--- config.mk ---
export PLATFORM = sky130hd
export DESIGN_NAME = sdram_cmd_seq
export DESIGN_NICKNAME = d
export VERILOG_FILES = /design/src/rtl/sdram_seq_pkg.sv /design/src/rtl/sdram_gap_cnt.sv /design/src/rtl/sdram_refresh_ctl.sv /design/src/rtl/sdram_bank_state.sv /design/src/rtl/sdram_bank_timers.sv /design/src/rtl/sdram_cmd_seq.sv
export SDC_FILE = /design/constraint.sdc
export NUM_CORES = 1
export LEC_CHECK = 0
export BUFFER_PORTS_ARGS = -buffer_cell sky130_fd_sc_hd__clkbuf_2
export CORE_MARGIN = 2
export CORE_UTILIZATION = 51
export CTS_CLUSTER_DIAMETER = 30
export DETAILED_ROUTE_END_ITERATION = 10
export MAX_ROUTING_LAYER = met4
export PLACE_DENSITY_LB_ADDON = 0.05
export SLEW_MARGIN = 20
export SYNTH_ARGS = -nofsm -noshare
export SYNTH_HDL_FRONTEND = slang
export SYNTH_SLANG_ARGS = --single-unit
--- constraint.sdc ---
create_clock -name clk_i -period 3.3 [get_ports clk_i]
set_input_delay 0.33 -clock clk_i [delete_from_list [all_inputs] [get_ports clk_i]]
set_output_delay 0.33 -clock clk_i [all_outputs]
set_load 0.02 [all_outputs]
--- src/rtl/sdram_seq_pkg.sv ---
package sdram_seq_pkg;
  // {cs_n, ras_n, cas_n, we_n}
  typedef enum logic [3:0] {
    CMD_LMR = 4'b0000,
    CMD_REF = 4'b0001,
    CMD_PRE = 4'b0010,
    CMD_ACT = 4'b0011,
    CMD_WR  = 4'b0100,
    CMD_RD  = 4'b0101,
    CMD_NOP = 4'b0111
  } sdram_cmd_e;

  typedef enum logic {ST_MODE, ST_RUN} seq_state_e;
endpackage

--- src/rtl/sdram_gap_cnt.sv ---
module sdram_gap_cnt #(
  parameter int W = 4
) (
  input  logic         clk_i,
  input  logic         rst_ni,
  input  logic         load_i,
  input  logic [W-1:0] val_i,
  output logic         zero_o
);
  logic [W-1:0] cnt_q;

  always_ff @(posedge clk_i or negedge rst_ni) begin
    if (!rst_ni)             cnt_q <= '0;
    else if (load_i)         cnt_q <= val_i;
    else if (cnt_q != '0)    cnt_q <= cnt_q - 1'b1;
  end

  assign zero_o = (cnt_q == '0);
endmodule

--- src/rtl/sdram_refresh_ctl.sv ---
module sdram_refresh_ctl #(
  parameter int TICKS = 781,
  parameter int T_RFC = 8,
  parameter int CNT_W = 4
) (
  input  logic clk_i,
  input  logic rst_ni,
  input  logic ref_issue_i,
  output logic ref_pend_o,
  output logic rfc_busy_o
);
  localparam int TW = $clog2(TICKS + 1);
  localparam logic [TW-1:0] TICK_LAST = TW'(TICKS - 1);

  logic [TW-1:0] tick_q;
  logic          pend_q;
  logic          rfc_zero;

  always_ff @(posedge clk_i or negedge rst_ni) begin
    if (!rst_ni) begin
      tick_q <= TICK_LAST;
      pend_q <= 1'b0;
    end else begin
      if (tick_q == '0) tick_q <= TICK_LAST;
      else              tick_q <= tick_q - 1'b1;
      // a new demand wins over the clear
      if (tick_q == '0)     pend_q <= 1'b1;
      else if (ref_issue_i) pend_q <= 1'b0;
    end
  end

  sdram_gap_cnt #(.W(CNT_W)) i_rfc (
    .clk_i  (clk_i),
    .rst_ni (rst_ni),
    .load_i (ref_issue_i),
    .val_i  (CNT_W'(T_RFC - 1)),
    .zero_o (rfc_zero)
  );

  assign ref_pend_o = pend_q;
  assign rfc_busy_o = !rfc_zero;
endmodule

--- src/rtl/sdram_bank_state.sv ---
module sdram_bank_state #(
  parameter int NUM_BANKS = 4,
  parameter int BANK_W    = 2,
  parameter int ROW_W     = 13
) (
  input  logic                              clk_i,
  input  logic                              rst_ni,
  input  logic                              act_i,
  input  logic                              pre_i,
  input  logic                              pre_all_i,
  input  logic                              col_close_i,
  input  logic [BANK_W-1:0]                 bank_i,
  input  logic [ROW_W-1:0]                  row_i,
  output logic [NUM_BANKS-1:0]              open_o,
  output logic [NUM_BANKS-1:0][ROW_W-1:0]   rows_o
);
  for (genvar b = 0; b < NUM_BANKS; b++) begin : g_bank
    logic sel;
    logic open_q;
    logic [ROW_W-1:0] row_q;

    assign sel = (bank_i == BANK_W'(b));

    always_ff @(posedge clk_i or negedge rst_ni) begin
      if (!rst_ni) begin
        open_q <= 1'b0;
        row_q  <= '0;
      end else if (act_i && sel) begin
        open_q <= 1'b1;
        row_q  <= row_i;
      end else if (pre_all_i || ((pre_i || col_close_i) && sel)) begin
        open_q <= 1'b0;
      end
    end

    assign open_o[b] = open_q;
    assign rows_o[b] = row_q;
  end
endmodule

--- src/rtl/sdram_bank_timers.sv ---
module sdram_bank_timers #(
  parameter int NUM_BANKS = 4,
  parameter int BANK_W    = 2,
  parameter int CNT_W     = 4,
  parameter int T_RCD     = 3,
  parameter int T_RAS     = 6,
  parameter int T_RP      = 3
) (
  input  logic                 clk_i,
  input  logic                 rst_ni,
  input  logic                 act_i,
  input  logic                 pre_i,
  input  logic                 pre_all_i,
  input  logic                 col_close_i,
  input  logic [BANK_W-1:0]    bank_i,
  output logic [NUM_BANKS-1:0] rcd_ok_o,
  output logic [NUM_BANKS-1:0] ras_ok_o,
  output logic [NUM_BANKS-1:0] rp_ok_o
);
  for (genvar b = 0; b < NUM_BANKS; b++) begin : g_bank
    logic sel;
    logic close_ld;
    assign sel      = (bank_i == BANK_W'(b));
    assign close_ld = pre_all_i || ((pre_i || col_close_i) && sel);

    sdram_gap_cnt #(.W(CNT_W)) i_rcd (
      .clk_i (clk_i), .rst_ni (rst_ni), .load_i (act_i && sel),
      .val_i (CNT_W'(T_RCD - 1)), .zero_o (rcd_ok_o[b])
    );
    sdram_gap_cnt #(.W(CNT_W)) i_ras (
      .clk_i (clk_i), .rst_ni (rst_ni), .load_i (act_i && sel),
      .val_i (CNT_W'(T_RAS - 1)), .zero_o (ras_ok_o[b])
    );
    sdram_gap_cnt #(.W(CNT_W)) i_rp (
      .clk_i (clk_i), .rst_ni (rst_ni), .load_i (close_ld),
      .val_i (CNT_W'(T_RP - 1)), .zero_o (rp_ok_o[b])
    );
  end
endmodule

--- src/rtl/sdram_cmd_seq.sv ---
module sdram_cmd_seq
  import sdram_seq_pkg::*;
#(
  parameter int BANK_W    = 2,
  parameter int ROW_W     = 13,
  parameter int COL_W     = 10,
  parameter int AP_BIT    = 10,
  parameter int CLK_MHZ   = 100,
  parameter int REF_NS    = 7813,
  parameter int T_RCD     = 3,
  parameter int T_RP      = 3,
  parameter int T_RAS     = 6,
  parameter int T_RFC     = 8,
  parameter int MODE_WORD = 32'h0032
) (
  input  logic              clk_i,
  input  logic              rst_ni,
  input  logic              req_valid_i,
  output logic              req_ready_o,
  input  logic              req_write_i,
  input  logic              req_autopre_i,
  input  logic [BANK_W-1:0] req_bank_i,
  input  logic [ROW_W-1:0]  req_row_i,
  input  logic [COL_W-1:0]  req_col_i,
  output logic              cs_no,
  output logic              ras_no,
  output logic              cas_no,
  output logic              we_no,
  output logic [BANK_W-1:0] ba_o,
  output logic [ROW_W-1:0]  addr_o
);
  localparam int NUM_BANKS = 1 << BANK_W;
  localparam int REF_TICKS = CLK_MHZ * REF_NS / 1000;
  localparam int T_MAX_A   = (T_RCD > T_RP) ? T_RCD : T_RP;
  localparam int T_MAX_B   = (T_RAS > T_RFC) ? T_RAS : T_RFC;
  localparam int T_MAX     = (T_MAX_A > T_MAX_B) ? T_MAX_A : T_MAX_B;
  localparam int CNT_W     = $clog2(T_MAX + 1);

  seq_state_e state_q, state_d;
  sdram_cmd_e cmd_q, cmd_d;
  logic [BANK_W-1:0] ba_q, ba_d;
  logic [ROW_W-1:0]  addr_q, addr_d;

  logic act, pre, pre_all, col_close, ref_issue;
  logic ref_pend, rfc_busy;
  logic [NUM_BANKS-1:0]            bank_open;
  logic [NUM_BANKS-1:0][ROW_W-1:0] bank_rows;
  logic [NUM_BANKS-1:0]            rcd_ok, ras_ok, rp_ok;
  logic hit;

  sdram_refresh_ctl #(.TICKS(REF_TICKS), .T_RFC(T_RFC), .CNT_W(CNT_W)) i_refresh (
    .clk_i       (clk_i),
    .rst_ni      (rst_ni),
    .ref_issue_i (ref_issue),
    .ref_pend_o  (ref_pend),
    .rfc_busy_o  (rfc_busy)
  );

  sdram_bank_state #(.NUM_BANKS(NUM_BANKS), .BANK_W(BANK_W), .ROW_W(ROW_W)) i_banks (
    .clk_i       (clk_i),
    .rst_ni      (rst_ni),
    .act_i       (act),
    .pre_i       (pre),
    .pre_all_i   (pre_all),
    .col_close_i (col_close),
    .bank_i      (req_bank_i),
    .row_i       (req_row_i),
    .open_o      (bank_open),
    .rows_o      (bank_rows)
  );

  sdram_bank_timers #(
    .NUM_BANKS(NUM_BANKS), .BANK_W(BANK_W), .CNT_W(CNT_W),
    .T_RCD(T_RCD), .T_RAS(T_RAS), .T_RP(T_RP)
  ) i_timers (
    .clk_i       (clk_i),
    .rst_ni      (rst_ni),
    .act_i       (act),
    .pre_i       (pre),
    .pre_all_i   (pre_all),
    .col_close_i (col_close),
    .bank_i      (req_bank_i),
    .rcd_ok_o    (rcd_ok),
    .ras_ok_o    (ras_ok),
    .rp_ok_o     (rp_ok)
  );

  assign hit = bank_open[req_bank_i] && (bank_rows[req_bank_i] == req_row_i);

  always_comb begin
    state_d     = state_q;
    cmd_d       = CMD_NOP;
    ba_d        = '0;
    addr_d      = '0;
    act         = 1'b0;
    pre         = 1'b0;
    pre_all     = 1'b0;
    col_close   = 1'b0;
    ref_issue   = 1'b0;
    req_ready_o = 1'b0;
    if (state_q == ST_MODE) begin
      cmd_d   = CMD_LMR;
      addr_d  = ROW_W'(MODE_WORD);
      state_d = ST_RUN;
    end else if (rfc_busy) begin
      cmd_d = CMD_NOP;
    end else if (ref_pend) begin
      if (|bank_open) begin
        if (&ras_ok) begin
          cmd_d          = CMD_PRE;
          addr_d[AP_BIT] = 1'b1;
          pre_all        = 1'b1;
        end
      end else if (&rp_ok) begin
        cmd_d     = CMD_REF;
        ref_issue = 1'b1;
      end
    end else if (req_valid_i) begin
      if (hit) begin
        if (rcd_ok[req_bank_i] && (!req_autopre_i || ras_ok[req_bank_i])) begin
          cmd_d               = req_write_i ? CMD_WR : CMD_RD;
          ba_d                = req_bank_i;
          addr_d[COL_W-1:0]   = req_col_i;
          addr_d[AP_BIT]      = req_autopre_i;
          col_close           = req_autopre_i;
          req_ready_o         = 1'b1;
        end
      end else if (bank_open[req_bank_i]) begin
        if (ras_ok[req_bank_i]) begin
          cmd_d = CMD_PRE;
          ba_d  = req_bank_i;
          pre   = 1'b1;
        end
      end else if (rp_ok[req_bank_i]) begin
        cmd_d  = CMD_ACT;
        ba_d   = req_bank_i;
        addr_d = req_row_i;
        act    = 1'b1;
      end
    end
  end

  always_ff @(posedge clk_i or negedge rst_ni) begin
    if (!rst_ni) begin
      state_q <= ST_MODE;
      cmd_q   <= CMD_NOP;
      ba_q    <= '0;
      addr_q  <= '0;
    end else begin
      state_q <= state_d;
      cmd_q   <= cmd_d;
      ba_q    <= ba_d;
      addr_q  <= addr_d;
    end
  end

  assign {cs_no, ras_no, cas_no, we_no} = cmd_q;
  assign ba_o   = ba_q;
  assign addr_o = addr_q;
endmodule

==> impl_metrics.yaml, run 1 <==
final_layout:
  antennaDiodeCount: 0
  regArea_um2: 3460
  fillers: 1126
  multi_input_comb_area_um2: 3200
  area_growth_pct: 17.7
  drive_above_1_share_pct: 27.8
  nets: 726
global_route:
  grt_max_degree: 88
  grt_overflow: 0
  grt_first_pass_wirelength_um: 24800
  grt_antenna_before_repair: 0
  grt_pass1_vias: 4879
  grt.total_usage_pct: 22.9
floorplanning:
  row_count: 42
  die-area_um2: 14500
  ios: 50
  dieWidth_um: 120
  die_h_um: 120
  coreArea_um2: 13200
  start_util_pct: 52.2
routing:
  routedWlPerCell_um: 16.9
  dr.pass1.iters: 4
  vias_per_cell: 5.44
  wl_met3_um: 403
  drc: 0
  drt-initial-drc-count: 286
  totalWireLength_um: 14500
  wl_met2_um: 7300
  via_count: 4691
  dr.max_layer_used: "met4"
  antenna_left: 0
  wl_met1_um: 6700
cts:
  cts_made_buffers: 17
  htreeDepth: 4
  insertion_delay_ns: 0.42
  cts_root_buffer: "clkbuf_16"
  cts_tree: "built"
  clkSlewWorstSetupHoldPaths_ns: 0.06
  clk_path_buf_depth: 2
  cts.sinks: 138
power:
  intPower_mw: 4.15
  clkPwrFrac_pct: 34.5
  seqPwrFrac_pct: 38.2
  fin_total_pwr_mw: 6.01
  cellLeakagePower_nw: 3.86
  p_per_area_nw_per_um2: 739
  vdd_drop_max_mv: 0.442
  p_comb_share_pct: 27.4
  p_sw_mw: 1.86
  switching_share_pct: 30.9
worst_setup_path:
  crit_slowest_cell: "or3b_2"
  critPathMaxFanout: 4
  path_delay_family: "simple AND/OR/NAND/NOR gates"
  crit_path_end_kind: "output port"
  path_cells: "inv_1 > ha_1 > or3b_2 > nand2_1 > o21ai_0 > a221oi_4 > nand3_1 > nor2_2 > clkbuf_2"
  crit_type: "flop to output port"
  crit_required_ns: 2.97
  slowest_delay_ns: 0.53
  cp_num_buf_inv: 2
  start_kind: "flop"
  arrival_ns: 2.78
sta:
  finalSetupTns_ns: 0
  fin_ws_ns: 0.192
  hold_violations: 0
  setup_viol_count_final: 0
  post-route-min-period_ns: 3.11
  rsz0062_at_grt: "false"
  finalClockSkew_ns: 0.00701
  slew_headroom_pct: 47.1
  fmax_mhz: 322
  timing.final.crit_share_pct: 94.2
  slew_viol_final: 0
  worst_pin_slew_ns: 0.794
synthesis:
  yosys.area.top_type: "dfrtp_1"
  netlist_area_um2: 6910
  yosysWarnings: 0
  synth_most_common_cell: "dfrtp_1"
  synth_area_leaders: "dfrtp_1, mux2_2, xnor2_1"
  syn_inst: 603
  ys_seq_area_share_pct: 50.1
  synth_common_cells: "dfrtp_1, mux2_2, nor2_1"
  synth_edf_count: 0
  syn_nets: 656
  ys_dominant_reg_cell: "dfrtp_1"
  synth_cell_types: 55
  async_flop_share_pct: 100
  yosysTopAreaCellShare_pct: 47.4
  synth-seq-cells: 138
  avgSynthCellArea_um2: 11.5
place:
  post-place-ws_ns: 0.280
  io_buffer_count: 48
  place_hpwl_um: 10500
  gp_congestion: 0.844
run:
  cap_violations: 0
worst_hold_path:
  worstHoldPathType: "primary input to flop"
run_status:
  status: "complete, no violations"
## metrics by stage
| stage | hold WS, ns | utilization (%) | instances | cell area [um^2] |
|---|---|---|---|---|
| final | 0.109 | 61.4 | 862 | 8140 |
| after global routing | 0.112 | 61.4 | 862 | 8140 |
| after CTS | 0.0911 | 61.3 | 862 | 8120 |
| after detailed placement | 0.447 | 56.4 | 829 | 7470 |
| after global placement | 0.439 | 56.4 | 829 | 7470 |
| after floorplan | 0.0344 | - | 603 | 6910 |
## path summary, 6_finish.rpt
path / startpoint / to / slack (ns) / cells past startpoint
setup / recovery: i_timers.g_bank[3].i_rcd.cnt_q[0] / req_ready_o / 0.19 / 9
min in group asynchronous: rst_ni / i_refresh.i_rfc.cnt_q[1] / 0.54 / 2
max in group asynchronous: rst_ni / i_refresh.tick_q[2] / 1.93 / 3
hold reg to reg: i_refresh.tick_q[0] / i_refresh.tick_q[0] / 0.45 / 1
hold / removal: req_col_i[1] / addr_o[1] / 0.11 / 2
setup reg to reg: i_timers.g_bank[0].i_rp.cnt_q[0] / i_banks.g_bank[2].row_q[1] / 0.40 / 8
## worst reg2reg max path, cell delays in order (launching register included)
cell and delay [ns]:
dfrtp_1 0.38, inv_1 0.12, ha_1 0.20, or3b_2 0.50, nor2_1 0.11, a211oi_1 0.07, a211o_1 0.49, or3_1 0.59
mux2_2 0.33
## cell type report
class | instances | share of cell area, %
multi-input cells | 407 | 39.3
clock buffers | 17 | 5.23
repair buffers | 75 | 5.86
inverters | 34 | 1.57
flip-flops and latches | 138 | 42.6
well taps | 176 | 2.71
clock inverters | 15 | 2.74
## state kept, by name (all words and copies together), names as in the netlist
name / flops
i_banks.g_bank.open_q: 4
i_refresh.ref_pend_o: 1
i_timers.g_bank.i_ras.cnt_q: 16
cmd_q: 3
i_timers.g_bank.i_rcd.cnt_q: 16
i_timers.g_bank.i_rp.cnt_q: 16
i_refresh.tick_q: 10
addr_o: 13
state_q: 1
i_refresh.i_rfc.cnt_q: 4
ba_o: 2
i_banks.g_bank.row_q: 52
## layout by cell type (no fill, tap or decap), types with 9 or more instances in the layout
master / instances
or3_1: 21
buf_4: 24
ha_1: 23
a21oi_1: 24
dfrtp_1: 131
xnor2_1: 37
mux2i_1: 10
nor3_1: 23
nand2_1: 43
nor3b_1: 9
clkbuf_16: 17
nor2_1: 45
mux2_2: 54
inv_1: 34
clkbuf_2: 47
o21ai_0: 17
## power groups by stage
stage	sequential (mW)	combinational (mW)	clock, mW
floorplan	2.26	1.25	0
global placement	2.30	1.56	0
detailed placement	2.32	1.64	0
CTS	2.29	1.66	2.11
global route	2.34	1.90	2.19
finish	2.29	1.64	2.07
## layer usage
| metal | track usage [%] | vias to the layer above |
|---|---|---|
| li1 | - | 2252 |
| met5 | - | - |
| met4 | 6.54 | 0 |
| met1 | 29.1 | 2351 |
| met3 | 5.42 | 12 |
| met2 | 37.0 | 76 |
## timing repair
action	in CTS	in global routing
resized for setup	0	1
hold endpoints to repair	1	0
endpoints found under the setup margin	0	1
setup buffers	0	0
hold buffers	1	0
## cell families (layout without fill, tap and decap cells)
| logic type | count (synthesis) | in the layout | share of synthesized area, % |
|---|---|---|---|
| AO/OA/AOI/OAI | 76 | 76 | 7.57 |
| XOR/XNOR | 44 | 44 | 5.57 |
| adder cells (fa/ha/maj) | 23 | 23 | 4.16 |
| buffers and inverters | 58 | 141 | 3.78 |
| flip-flops | 138 | 138 | 50.1 |
| multiplexers | 75 | 75 | 14.2 |
| other | 2 | 2 | 0.109 |
| AND/OR/NAND/NOR | 187 | 187 | 14.6 |
Note: power is estimated with default switching activity, not from simulation.
==> run 2, diff against run 1 <==
--- a/config.mk
+++ b/config.mk
@@ -6,8 +6,9 @@
 export NUM_CORES = 1
 export LEC_CHECK = 0
 export BUFFER_PORTS_ARGS = -buffer_cell sky130_fd_sc_hd__clkbuf_2
+export CORE_ASPECT_RATIO = 1.1
 export CORE_MARGIN = 2
-export CORE_UTILIZATION = 51
+export CORE_UTILIZATION = 56
 export CTS_CLUSTER_DIAMETER = 30
 export DETAILED_ROUTE_END_ITERATION = 10
 export MAX_ROUTING_LAYER = met4
==> impl_metrics.yaml, run 2 (synthesized netlist as in run 1, its figures left out) <==
routing:
  antenna_left: 0
  wl_met3_um: 523
  wl_met1_um: 6450
  drt-initial-drc-count: 260
  dr.pass1.iters: 4
  wl_met2_um: 7380
  totalWireLength_um: 14700
  dr.max_layer_used: "met4"
  vias_per_cell: 5.60
  drc: 0
  routedWlPerCell_um: 17.6
  via_count: 4694
final_layout:
  utilization_pct: 67.0
  final_area_um2: 8060
  drive_above_1_share_pct: 27.8
  final_cell_mix: "dfrtp_1, mux2_2, clkbuf_2, nor2_1, nand2_1"
  largest_reg_flops: 52
  antennaDiodeCount: 0
  nets: 724
  area_growth_pct: 16.6
  max_flop_register: "i_banks.g_bank.row_q"
  final_common_cell: "dfrtp_1"
place:
  io_buffer_count: 48
  post-place-ws_ns: 0.235
  place_hpwl_um: 10400
  place_area_um2: 7400
  gp_congestion: 0.878
cts:
  cts_tree: "built"
  cts_made_buffers: 17
  insertion_delay_ns: 0.42
  clk_path_buf_depth: 2
  clkSlewWorstSetupHoldPaths_ns: 0.06
  htreeDepth: 4
  cts_root_buffer: "clkbuf_16"
  cts.sinks: 138
sta:
  hold_violations: 0
  slew_headroom_pct: 48.8
  finalSetupTns_ns: 0
  finalClockSkew_ns: 0.00600
  fin_ws_ns: 0.207
  timing.final.crit_share_pct: 93.7
  setup_viol_count_final: 0
  post-route-min-period_ns: 3.09
  slew_viol_final: 0
  fmax_mhz: 323
  worst_pin_slew_ns: 0.765
  rsz0062_at_grt: "false"
worst_setup_path:
  arrival_ns: 2.76
  crit_slowest_cell: "or3b_2"
  slowest_delay_ns: 0.52
  path_cells: "inv_1 > ha_1 > or3b_2 > nand2_1 > o21ai_0 > a221oi_2 > nand3_1 > nor2_2 > clkbuf_2"
  r2r-start: "i_timers.g_bank[3].i_rp.cnt_q[0]"
  reg2reg_depth: 8
  r2r_slack_ns: 0.36
  start_kind: "flop"
  crit_type: "flop to output port"
  r2r-end: "i_timers.g_bank[3].i_ras.cnt_q[2]"
  crit_required_ns: 2.97
  crit_path_end_kind: "output port"
  critPathMaxFanout: 4
worst_hold_path:
  hold_start: "req_valid_i"
  hold_path_depth: 2
  worstHoldPathType: "primary input to flop"
  hold_end: "cmd_q[2]"
floorplanning:
  die_h_um: 121
  ios: 50
  dieWidth_um: 110
  row_count: 42
  coreArea_um2: 12000
  die-area_um2: 13200
  start_util_pct: 57.4
power:
  fin_total_pwr_mw: 5.97
  cellLeakagePower_nw: 3.84
  p_per_area_nw_per_um2: 740
  vdd_drop_max_mv: 0.451
global_route:
  grt_antenna_before_repair: 0
  grt_first_pass_wirelength_um: 24400
  grt_pass1_vias: 4803
  grt_overflow: 0
  grt_max_degree: 84
  grt.total_usage_pct: 25.3
run:
  cap_violations: 0
run_status:
  status: "complete, no violations"
[run 2: worst max path at each step]
stage                                            from                          endpoint  slack [ns]  depth (start not counted)
detailed placement                      req_bank_i[0]  i_timers.g_bank[0].i_rp.cnt_q[3]        0.23                          8
CTS                 i_timers.g_bank[3].i_rcd.cnt_q[0]                       req_ready_o        0.02                          9
floorplan            i_timers.g_bank[2].i_rp.cnt_q[0]       i_banks.g_bank[3].row_q[10]        0.59                          9
global placement                        req_bank_i[0]          i_banks.g_bank[0].open_q        0.32                          8
finish              i_timers.g_bank[3].i_rcd.cnt_q[0]                       req_ready_o        0.21                          9
global route        i_timers.g_bank[3].i_rcd.cnt_q[0]                       req_ready_o        0.04                          9
[run 2: layout make-up]
| class | count | area [um^2] |
|---|---|---|
| Sequential cell | 138 | 3460 |
| Clock inverter | 12 | 170 |
| Timing Repair Buffer | 73 | 449 |
| Multi-Input combinational cell | 407 | 3190 |
| Clock buffer | 20 | 467 |
| Inverter | 34 | 128 |
| Tap cell | 154 | 193 |
| Fill cell | 928 | 3970 |
[run 2: routing by layer]
| metal | up-vias | track usage, % |
|---|---|---|
| met5 | - | - |
| met2 | 95 | 40.1 |
| met4 | 0 | 10.5 |
| met3 | 24 | 4.96 |
| met1 | 2328 | 31.9 |
| li1 | 2247 | - |
[run 2: timing repair]
item	in CTS	in global routing
hold buffers	1	0
pin swaps	0	1
gates resized for setup	1	0
setup endpoints to repair	1	1
buffers inserted	0	2
hold endpoints to repair	18	0
[run 2: worst max-delay path, delay by kind of cell, from the launching register on]
family,cells,cell delay [ns]
AOI/OAI and AO/OA,2,0.46
adders and majority gates,1,0.21
buffers and inverters,2,0.27
and+or+nand+nor,4,1.01
DFF,1,0.40
[run 2: where the power goes]
group	internal, mW	switching [mW]
Sequential	2.05	0.260
Clock	1.32	0.703
Combinational	0.766	0.876
[run 2: per-stage QoR]
| step | hold slack (ns) | instances |
|---|---|---|
| after floorplan | 0.0344 | 603 |
| after global routing | 0.0999 | 838 |
| after CTS | 0.0729 | 836 |
| after detailed placement | 0.437 | 803 |
| final | 0.0810 | 838 |
| after global placement | 0.433 | 803 |
==> run 3, diff against run 2 <==
==> constraint.sdc (replaced) <==
create_clock -name clk_i -period 3.3 [get_ports clk_i]
set_input_delay 0.165 -clock clk_i [delete_from_list [all_inputs] [get_ports clk_i]]
set_output_delay 0.165 -clock clk_i [all_outputs]
set_load 0.02 [all_outputs]
==> impl_metrics.yaml, run 3 (synthesized netlist as in run 1, its figures left out) <==
run_status:
  status: "complete, no violations"
cts:
  cts.sinks: 138
  clkSlewWorstSetupHoldPaths_ns: 0.06
  insertion_delay_ns: 0.43
  clk_path_buf_depth: 2
  cts_root_buffer: "clkbuf_16"
  cts_tree: "built"
  htreeDepth: 4
  cts_made_buffers: 17
  cts_setup_buffers: 0
sta:
  slew_headroom_pct: 45.6
  worst_pin_slew_ns: 0.816
  post-route-min-period_ns: 3.17
  timing.final.crit_share_pct: 96.1
  finalClockSkew_ns: 0.00651
  setup_viol_count_final: 0
  slew_viol_final: 0
  whs_ns: 0.0637
  rsz0062_at_grt: "false"
  hold_violations: 0
  fmax_mhz: 315
  finalSetupTns_ns: 0
worst_setup_path:
  critPathMaxFanout: 4
  arrival_ns: 3.01
  crit_path_end_kind: "output port"
  start_kind: "flop"
  crit_required_ns: 3.13
  crit_type: "flop to output port"
floorplanning:
  die_h_um: 121
  row_count: 42
  ios: 50
  coreArea_um2: 12000
  dieWidth_um: 110
  die-area_um2: 13200
  start_util_pct: 57.4
routing:
  wl_met3_um: 628
  dr.max_layer_used: "met4"
  drt-initial-drc-count: 319
  wl_met1_um: 6210
  routedWlPerCell_um: 17.1
  drc: 0
  dr.pass1.iters: 4
  vias_per_cell: 5.57
  via_count: 4697
  antenna_left: 0
  totalWireLength_um: 14400
  wl_met2_um: 7300
global_route:
  grt_first_pass_wirelength_um: 23800
  grt_antenna_before_repair: 0
  grt_overflow: 0
  grt.total_usage_pct: 25.0
  grt_pass1_vias: 4761
  grt_max_degree: 93
power:
  cellLeakagePower_nw: 3.86
  p_per_area_nw_per_um2: 731
  clkPwrFrac_pct: 33.7
  intPower_mw: 4.12
  p_sw_mw: 1.80
  seqPwrFrac_pct: 39.0
  p_comb_share_pct: 27.3
  switching_share_pct: 30.4
  vdd_drop_max_mv: 0.489
final_layout:
  nets: 729
  area_growth_pct: 17.2
  largest_reg_flops: 52
  final_area_um2: 8100
  final_common_cell: "dfrtp_1"
  final_cell_mix: "dfrtp_1, mux2_2, clkbuf_2, nor2_1, nand2_1"
  max_flop_register: "i_banks.g_bank.row_q"
  drive_above_1_share_pct: 26.4
  antennaDiodeCount: 0
place:
  gp_congestion: 0.834
  io_buffer_count: 48
  place_hpwl_um: 10100
  place_area_um2: 7360
run:
  cap_violations: 0
worst_hold_path:
  worstHoldPathType: "primary input to flop"
run 3: what timing repair did:
item                       CTS  global route
hold buffers                11             0
setup endpoints to repair    0             1
hold endpoints to repair    93             0
resized for setup            0             2
run 3: area by class of cell:
class	instances	area, um^2
clock buffer	24	482
clock inverter	8	140
fill	934	3930
inverter	34	128
multi-input combinational	407	3200
sequential	138	3460
tap	154	193
timing repair buffer	78	499
run 3: stage by stage:
stage,setup WS [ns],power [mW],std cells,utilization [%]
after global routing,0.00341,6.33,843,67.3
after global placement,0.404,3.84,800,61.2
after CTS,0.0486,5.96,843,67.2
after floorplan,0.594,3.51,603,-
after detailed placement,0.364,3.92,800,61.2
final,0.127,5.92,843,67.3
run 3: critical path: stages, from the launching register on:
cell	delay (ns)
dfrtp_1	0.40
inv_1	0.07
ha_1	0.22
or3b_2	0.53
nand2_1	0.09
o21ai_0	0.11
a221oi_2	0.44
nand3_1	0.21
nor2_2	0.27
clkbuf_2	0.23
run 3: power groups by stage:
stage          combinational, mW  clock [mW]  sequential, mW
2_1_floorplan               1.25           0            2.26
3_3_place_gp                1.54           0            2.30
3_5_place_dp                1.61           0            2.32
4_1_cts                     1.64        2.03            2.30
5_1_grt                     1.87        2.11            2.35
6_report                    1.62        2.00            2.31
run 3: worst paths after layout:
kind / start / end / slack (ns) / depth (start not counted)
worst max-delay path: i_timers.g_bank[3].i_rcd.cnt_q[0] / req_ready_o / 0.13 / 9
worst max register to register: i_timers.g_bank[0].i_rp.cnt_q[0] / i_banks.g_bank[0].row_q[8] / 0.34 / 9
worst min register to register: i_refresh.tick_q[0] / i_refresh.tick_q[0] / 0.45 / 1
min in group asynchronous: rst_ni / i_refresh.i_rfc.cnt_q[1] / 0.36 / 2
max in group asynchronous: rst_ni / i_banks.g_bank[3].row_q[2] / 2.06 / 3
worst min-delay path: req_col_i[0] / addr_o[0] / 0.06 / 2
run 3: layer usage:
layer / vias to the layer above / global-route usage (%)
met5: - / -
met4: 0 / 8.94
met3: 21 / 5.77
met2: 114 / 40.2
met1: 2308 / 30.9
li1: 2254 / -
